**config.mk**
```make
export PLATFORM = sky130hd
export DESIGN_NAME = sharing_chain
export DESIGN_NICKNAME = d
export VERILOG_FILES = /design/src/rtl/sharing_chain.sv
export SDC_FILE = /design/constraint.sdc
export NUM_CORES = 1
export LEC_CHECK = 0
export BUFFER_PORTS_ARGS = -buffer_cell sky130_fd_sc_hd__buf_2
export CORE_UTILIZATION = 44
export CTS_CLUSTER_SIZE = 16
export DETAILED_ROUTE_END_ITERATION = 7
export REMOVE_ABC_BUFFERS = 1
export SKIP_CTS_REPAIR_TIMING = 1
export SKIP_LAST_GASP = 1
export SYNTH_ARGS = -nofsm -noshare
export SYNTH_HDL_FRONTEND = slang
export SYNTH_SLANG_ARGS = --single-unit
```
**constraint.sdc**
```tcl
create_clock -name clk -period 3.1 [get_ports clk]
set_input_delay 0.62 -clock clk [delete_from_list [all_inputs] [get_ports clk]]
set_output_delay 0.62 -clock clk [all_outputs]
set_load 0.01 [all_outputs]
```
**src/rtl/sharing_chain.sv**
```systemverilog
`timescale 1ns/1ps
module sharing_chain #(
  parameter int NODES  = 4,
  parameter int BLOCKS = 4,
  localparam int NW = $clog2(NODES),
  localparam int BW = $clog2(BLOCKS),
  localparam int PW = $clog2(NODES + 1)
) (
  input  logic          clk,
  input  logic          rst_n,
  input  logic          req_valid,
  output logic          req_ready,
  input  logic          req_write,
  input  logic [BW-1:0] req_block,
  input  logic [NW-1:0] req_node,
  output logic          done,
  output logic [PW-1:0] done_link,
  output logic          inv_valid,
  output logic [NW-1:0] inv_node
);
  typedef enum logic [1:0] {S_IDLE, S_RD, S_WALK} state_t;

  state_t        st;
  logic [BW-1:0] op_blk;
  logic [NW-1:0] op_node;
  logic [PW-1:0] cur;
  logic [PW-1:0] head [BLOCKS];
  logic [PW-1:0] fwd  [NODES][BLOCKS];
  logic [PW-1:0] bwd  [NODES][BLOCKS];

  logic [PW-1:0] self_ptr, old_head;
  logic [NW-1:0] cur_idx, old_idx;
  logic          member, walk_end;

  assign self_ptr  = PW'(op_node) + 1'b1;
  assign old_head  = head[op_blk];
  assign old_idx   = NW'(old_head - 1'b1);
  assign cur_idx   = NW'(cur - 1'b1);
  assign member    = (old_head == self_ptr) || (bwd[op_node][op_blk] != '0);
  assign walk_end  = (st == S_WALK) && (cur == '0);

  assign req_ready = (st == S_IDLE);
  assign done      = (st == S_RD) || walk_end;
  assign done_link = (st != S_RD) ? '0 : (member ? fwd[op_node][op_blk] : old_head);
  assign inv_valid = (st == S_WALK) && (cur != '0) && (cur != self_ptr);
  assign inv_node  = cur_idx;

  always_ff @(posedge clk) begin
    if (!rst_n) begin
      st      <= S_IDLE;
      op_blk  <= '0;
      op_node <= '0;
      cur     <= '0;
      for (int b = 0; b < BLOCKS; b++) begin
        head[b] <= '0;
        for (int n = 0; n < NODES; n++) begin
          fwd[n][b] <= '0;
          bwd[n][b] <= '0;
        end
      end
    end else begin
      case (st)
        S_IDLE: if (req_valid) begin
          op_blk  <= req_block;
          op_node <= req_node;
          cur     <= head[req_block];
          st      <= req_write ? S_WALK : S_RD;
        end
        S_RD: begin
          if (!member) begin
            fwd[op_node][op_blk] <= old_head;
            bwd[op_node][op_blk] <= '0;
            if (old_head != '0) bwd[old_idx][op_blk] <= self_ptr;
            head[op_blk] <= self_ptr;
          end
          st <= S_IDLE;
        end
        S_WALK: begin
          if (cur != '0) begin
            fwd[cur_idx][op_blk] <= '0;
            bwd[cur_idx][op_blk] <= '0;
            cur <= fwd[cur_idx][op_blk];
          end else begin
            head[op_blk]         <= self_ptr;
            fwd[op_node][op_blk] <= '0;
            bwd[op_node][op_blk] <= '0;
            st <= S_IDLE;
          end
        end
        default: st <= S_IDLE;
      endcase
    end
  end
endmodule

```
== Word-level counts from Yosys, hierarchy flattened ==
Memory sizes are Yosys's and may differ from the RTL's. A register that Yosys moved wholly into a read port is not among the register bits.
Index checks and enable logic that the tools add are counted.
Operators by class
  eq/ne operators: 8
  magnitude comparators: 2
  reductions and logical operators: 21
  $add $sub $neg: 3
  bitwise operators: 26
  muxes and demuxes: 89
Operators with widths (count)
  $mux 12: 14
  $reduce_or 12->1: 5
  $mux 1: 41
  $mux 3: 13
  $mux 2: 15
  $or 1x1->1: 25
  $bmux 3 s2: 3
  $reduce_bool 3->1: 3
  $demux 3 s2: 1
  $pmux 3 s2: 1
  $logic_and 1x1->1: 4
  $ne 2x1->1 const B: 2
  $ne 2x2->1 const B: 2
  $pmux 2 s2: 1
  $reduce_and 2->1: 2
  $sub 2x1->2 const B: 2
  $add 2x1->3 const B: 1
  $eq 3x3->1: 1
  $ge 3x3->1 const B: 1
  $logic_not 3->1: 1
  $lt 3x1->1 const B: 1
  $ne 3x3->1: 1
  $not 2->3: 1
  $reduce_and 3->1: 1
  6 further kinds: 7
Storage, ports and cells
  word-level logic and storage cells: 156
  RAM bits: 108
  memories kept: 3
  flip-flop bits (word level): 9
Memories
  bwd: depth 4, width 12, rd ports 1, clocked after memory_dff 1, write ports 4, RTL line 29  | logic [PW-1:0] bwd [NODES][BLOCKS];
  fwd: depth 4, width 12, rd ports 2, clocked after memory_dff 1, write ports 4, RTL line 28  | logic [PW-1:0] fwd [NODES][BLOCKS];
  head: depth 4, width 3, rd ports 2, clocked after memory_dff 1, write ports 4, RTL line 27  | logic [PW-1:0] head [BLOCKS];

== Depth between registers and ports, before layout ==
Gate-level depths: netlist of run 1.
  depth in word-level cells: 14
  depth in mapped cells: 11

== Least setup slack after synthesis of run 1 ==
No wires, ideal clock.
  path kind: register to register
  start point: register cur[0]
  end point: memory bwd[2][0] in the netlist's numbering (enable)
  stages on the path, launching flop included: 12
  arrival time: 2.810 ns
  clock period less this slack: 3.165 ns
  slack: -0.065 ns
  path buffers: 3
  cells stage by stage: dfxtp_1 clkbuf_1 buf_2 inv_1 ha_1 nand2b_1 nand3_1 mux2i_1 nand2b_1 clkbuf_1 o2bb2a_1 o31ai_1
RTL lines
  start, declared: RTL line 26  | logic [PW-1:0] cur;
  start signal, assigned: RTL line 66  | cur <= head[req_block];
  start signal, assigned: RTL line 82  | cur <= fwd[cur_idx][op_blk];
  end, declared: RTL line 29

==> flow_summary_export.csv, run 1 <==
group,metric,value,unit
clocking,clk_latency,0.42,ns
sta,min_period,3.11,ns
sta,slew_headroom,0.673,
setup_path,cp-end-kind,"output pin",
floorplanning,ios,16,
layout,multiInputGateArea,2780,sq um
sta,rsz0062_at_grt,"true",
setup_path,worstPathMaxFanout,8,
synth,synthFlopType,"edfxtp_1",
sta,slew_viol_final,0,
pwr,p_per_area,577,nW/um^2
clocking,clkTransAtPathRegs,0.05,ns
pwr,p_int,3340,uW
clocking,htreeDepth,4,
grt,grt_pass1_wl,27400,um
sta,worst_clock_skew,0.00708,ns
setup_path,worstSetupPathType,"reg2out",
run_status,outcome,"complete, but fails checks",
synth,yosysTopAreaCell,"edfxtp_1",
synth,synthArstFlopShare,0,
routing,wl_per_cell,23.5,um
synth,ys_seq_elements,121,
floorplanning,row_count,43,
layout,drive_above_1_share,0.316,
sta,timing.fmax,0.322,GHz
pwr,power_leakage,0.00263,uW
floorplanning,start_util,0.457,
synth,yosysMostFrequentCell,"edfxtp_1",
synth,synth_common_cells,"108 x edfxtp_1, 64 x nor2_1, 40 x mux4_2, 40 x nor4_1, 39 x nor3_1",
routing,routed_wl,18100,um
setup_path,critical_path.max_stage_delay,0.51,ns
clocking,ctsRootBufferMaster,"clkbuf_16",
setup_path,startpoint_type,"flop",
setup_path,crit_buf_inv,3,
setup_path,cp_top_family,"multiplexers",
grt,grt_pass1_vias,4804,
sta,min_period_over_period,1.00,
pwr,power_switching,1200,uW
worst_hold_path,hp-class,"in2reg",
synth,synth_warnings,0,
floorplanning,core_area,14100,sq um
setup_path,crit_chain,"buf_12 -> buf_12 -> mux4_2 -> mux4_2 -> o21ai_1 -> a21oi_2 -> buf_2",
pwr,p_comb_frac,0.172,
routing,dr.pass1.iters,6,
routing,viasPerCell,6.36,
layout,layout.area.seq,3520,sq um
synth,synth_top_area_frac,0.503,
setup_path,slowest_stage,"mux4_2",
grt,grt_usage,0.253,
layout,insertedDiodeCount,0,
place,gp_congestion,0.875,
synth,syn_area,6450,sq um
place,io_buffers,15,
setup_path,r2r-start,"head[2][2]",
clocking,clk_path_buf_depth,2,
grt,grt_max_degree,46,
clocking,cts_buffers,17,
synth,yosysSeqAreaShare,0.543,
layout,area_delta_synth_final,22.0,%
run,maxCapViolCount,0,
synth,synth_edf_count,108,
layout,utilization,0.558,
run_status,violations,"setup timing",
sta,holdWs,0.383,ns
routing,drtAntennaViolNets,0,
layout,finalNetCount,590,
sta,fin_ws,-0.00648,ns
place,hpwlAfterDp,12300,um
sta,hold_viol,0,
pwr,ir_drop,0.411,mV
pwr,swShare,0.264,
grt,antenna_found_initial,0,
synth,avgSynthCellArea,12.2,sq um
sta,tightestPinTransition,0.489,ns
floorplanning,fp.dieH,123,um
grt,grt-ovfl-total,0,
routing,num_vias,4909,
pwr,clockPowerShare,0.412,
floorplanning,dieWidth,123,um
worst_hold_path,hold_path.startpoint,"req_write",
clocking,cts_tree,"yes",
routing,drc,0,
routing,drt_iter0_drc,578,
floorplanning,die_area,15100,sq um
layout,fillCellCount,1168,
setup_path,arrival,2.49,ns
synth,syn_inst,529,
synth,synth_area_leaders,"edfxtp_1 50%, mux4_2 14%, dfxtp_1 4.0%",
sta,finalSetupViolCount,2,
setup_path,cp.required,2.48,ns
clocking,cts.sinks,121,
pwr,sequentialPowerShare,0.416,
synth,synthDistinctLibCells,44,
## state kept, by name, indices dropped and copies added (netlist names), named ones only
signal and count:
fwd 48, head 12, op_blk 2, st 2, bwd 48, op_node 2
cur 3
## placed cells by master, fill, tap and decap left out, drive strengths merged, types with 2 or more instances in the layout
cell,count
a211oi,6
a21oi,15
a22o,2
a22oi,2
a41oi,4
and2,6
buf,82
bufinv,2
clkbuf,21
clkinv,7
clkinvlp,4
dfxtp,13
edfxtp,108
ha,2
inv,9
mux2i,4
mux4,40
nand2,30
nand2b,8
nand3,8
nand4,4
nor2,64
nor2b,3
nor3,44
nor4,41
o21ai,11
o2bb2a,3
o31ai,30
or3,3
xnor2,2
xor2,4
## final timing paths
check            endpoint  slack [ns]  depth (start not counted)
max          done_link[0]      -0.006                          7
min reg2reg        cur[1]        0.52                          2
max reg2reg     fwd[3][2]        0.27                          8
min                 st[0]        0.38                          2
## worst register-to-register path: stages (launching register included)
cell,delay (ns)
edfxtp_1,0.40
mux4_2,0.54
xor2_2,0.22
nor3_4,0.10
nor4_4,0.29
buf_4,0.21
a21oi_4,0.09
buf_12,0.18
o31ai_1,0.45
## kinds of logic (layout without fill, tap and decap cells)
logic type	Yosys count	after routing	synth area share
compound gates	78	78	0.0875
simple gates	215	215	0.169
xor+xnor	6	6	0.00815
mux	44	44	0.146
buf+inv	63	126	0.0421
flops	121	121	0.543
fa+ha+maj	2	2	0.00388
## power groups by stage
stage | registers [uW] | clock network [uW] | logic, uW
after detailed placement | 1920 | 0 | 673
final | 1890 | 1870 | 779
after floorplan | 1920 | 0 | 387
after global placement | 1920 | 0 | 664
after global routing | 1900 | 1950 | 827
after CTS | 1890 | 1880 | 678
## per-layer routing
metal | GRT usage | vias to the layer above | wire (um)
met1 | 0.322 | 2462 | 7280
met4 | 0.111 | 0 | 397
met3 | 0.0517 | 31 | 1280
met2 | 0.420 | 236 | 9160
met5 | 0 | - | 0
li1 | - | 2180 | -
## per-stage QoR
| step | power (uW) | TNS, ns | instance area (sq um) | setup slack [ns] | std cells |
|---|---|---|---|---|---|
| final | 4540 | -0.00706 | 7860 | -0.00648 | 772 |
| after global routing | 4670 | -0.222 | 7860 | -0.0804 | 772 |
| after CTS | 4440 | -0.793 | 7550 | -0.271 | 758 |
| after detailed placement | 2590 | 0 | 6990 | 0.189 | 727 |
| after global placement | 2580 | 0 | 6990 | 0.203 | 727 |
| after floorplan | 2310 | -99.15 | 6210 | -1.12 | 475 |
## layout make-up
class | instances | share of cell area
clock buffers | 18 | 0.0546
clock inverters | 13 | 0.0167
inverters | 9 | 0.00430
multi-input cells | 345 | 0.354
flip-flops and latches | 121 | 0.447
well taps | 180 | 0.0286
repair buffers | 86 | 0.0947
(Power assumes the default switching activity.)
==> run 2: changes to the inputs <==
--- a/config.mk
+++ b/config.mk
@@ -9,6 +9,7 @@
 export CORE_UTILIZATION = 44
 export CTS_CLUSTER_SIZE = 16
 export DETAILED_ROUTE_END_ITERATION = 7
+export PLACE_DENSITY_LB_ADDON = 0.25
 export REMOVE_ABC_BUFFERS = 1
 export SKIP_CTS_REPAIR_TIMING = 1
 export SKIP_LAST_GASP = 1
==> run 2 against run 1 <==
  * The run still ends with setup timing left
  * Global-route usage decreased by 0.50 points
  * Clock-buffer cell count stayed put
  * Wire length decreased by 2.4%
  * Flip-flop and latch count did not move
  * Power up 2.1%
  * Combinational power is 8.2% lower
  * Cell count is 3.8% lower
  * Sequential power is essentially flat
  * Core utilization shrank 1.7 points
  * Critical endpoint unchanged
  * Largest cell class unchanged
  * Highest routed layer unchanged
==> flow_summary_export.csv, run 2 (synthesis results as in run 1) <==
group,metric,value,unit
layout,top_regs,"bwd: 48 flops, fwd: 48 flops, head: 12 flops",
layout,multiInputGateArea,2780,sq um
routing,routed_wl,17700,um
layout,finalNetCount,560,
clocking,cts_buffers,17,
pwr,power_leakage,0.00247,uW
setup_path,ff2ff_path_depth,8,
sta,timing.fmax,0.322,GHz
place,dp_cells,710,
layout,layout.area.seq,3520,sq um
grt,grt_max_degree,46,
floorplanning,row_count,43,
place,io_buffers,15,
routing,wl_per_cell,23.8,um
place,dpl_cell_area,6850,sq um
routing,drtAntennaViolNets,0,
floorplanning,die_area,15100,sq um
layout,utilization,0.540,
place,gp_congestion,0.847,
sta,worst_clock_skew,0.00890,ns
setup_path,cp.required,2.48,ns
place,dp_slack,0.0172,ns
run_status,violations,"setup timing",
sta,finalSetupViolCount,1,
routing,num_vias,4757,
sta,min_period_over_period,1.00,
layout,insertedDiodeCount,0,
layout,drive_above_1_share,0.275,
layout,area_delta_synth_final,18.1,%
floorplanning,dieWidth,123,um
clocking,ctsRootBufferMaster,"clkbuf_16",
setup_path,r2r_end,"fwd[3][2]",
floorplanning,ios,16,
layout,post-route-cell-area,7620,sq um
layout,final_common_cell,"edfxtp_1",
sta,tightestPinTransition,0.617,ns
clocking,clk_latency,0.42,ns
sta,slew_headroom,0.588,
setup_path,ff2ff_setup_slack,0.10,ns
setup_path,r2r-start,"head[0][0]",
layout,stdcell_count,743,
pwr,p_per_area,609,nW/um^2
grt,grt-ovfl-total,0,
clocking,clkTransAtPathRegs,0.06,ns
clocking,cts.sinks,121,
sta,fin_ws,-0.00143,ns
routing,drc,0,
floorplanning,core_area,14100,sq um
clocking,clk_path_buf_depth,2,
setup_path,arrival,2.48,ns
sta,min_period,3.10,ns
sta,rsz0062_at_grt,"true",
clocking,cts_tree,"yes",
grt,grt_pass1_vias,4683,
grt,grt_usage,0.248,
clocking,htreeDepth,4,
sta,hold_viol,0,
routing,dr.pass1.iters,5,
setup_path,worstSetupPathType,"reg2out",
grt,antenna_found_initial,0,
place,hpwlAfterDp,12000,um
layout,most-common-layout-cells,"108 x edfxtp_1, 64 x nor2_1, 40 x mux4_2",
run,maxCapViolCount,0,
run_status,outcome,"complete, but fails checks",
setup_path,startpoint_type,"flop",
routing,viasPerCell,6.40,
layout,fillCellCount,1180,
worst_hold_path,hp-class,"in2reg",
floorplanning,start_util,0.457,
setup_path,worstPathMaxFanout,10,
sta,slew_viol_final,0,
setup_path,cp-endpoint,"done_link[0]",
floorplanning,fp.dieH,123,um
setup_path,cp-end-kind,"output pin",
worst_hold_path,hold_path.startpoint,"req_write",
routing,drt_iter0_drc,505,
grt,grt_pass1_wl,26800,um
pwr,ir_drop,0.378,mV
-- run 2: where the power goes --
part	switching, uW	internal [uW]	leakage [uW]
Sequential	43.3	1840	0.00123
Clock	704	1330	0.000284
Combinational	441	274	0.000959
Total	1190	3450	0.00247
-- run 2: how the worst min path moves through the flow --
stage	to	slack, ns	cells after the start
floorplan	cur[1]	0.47	2
global placement	cur[1]	0.49	2
detailed placement	cur[1]	0.49	2
CTS	st[0]	0.37	2
global route	st[0]	0.38	2
finish	st[0]	0.37	2
-- run 2: area by class of cell --
type / count / share of cell area
Inverter: 9 / 0.00444
Clock buffer: 18 / 0.0563
Sequential cell: 121 / 0.462
Multi-Input combinational cell: 345 / 0.365
Timing Repair Buffer: 56 / 0.0591
Clock inverter: 14 / 0.0237
Tap cell: 180 / 0.0296
-- run 2: stage by stage --
stage / TNS, ns / hold WS [ns] / total power [uW]
after detailed placement: 0 / 0.488 / 2570
after CTS: -1.17 / 0.365 / 4600
after global routing: -0.235 / 0.379 / 4770
final: -0.00143 / 0.372 / 4630
after global placement: 0 / 0.491 / 2560
after floorplan: -99.15 / 0.469 / 2310
-- run 2: metal layers --
layer | GRT usage | vias up | part of all wire
met5 | 0 | - | 0
met4 | 0.115 | 0 | 0.028
met3 | 0.0447 | 39 | 0.060
met2 | 0.411 | 196 | 0.51
met1 | 0.317 | 2397 | 0.40
li1 | - | 2125 | -
-- run 2: critical path, stage by stage, from the launching register on --
cell     delay (ns)
dfxtp_4        0.39
buf_12         0.16
buf_12         0.15
mux4_2         0.54
mux4_2         0.49
o21ai_2        0.08
a21oi_2        0.08
buf_2          0.16
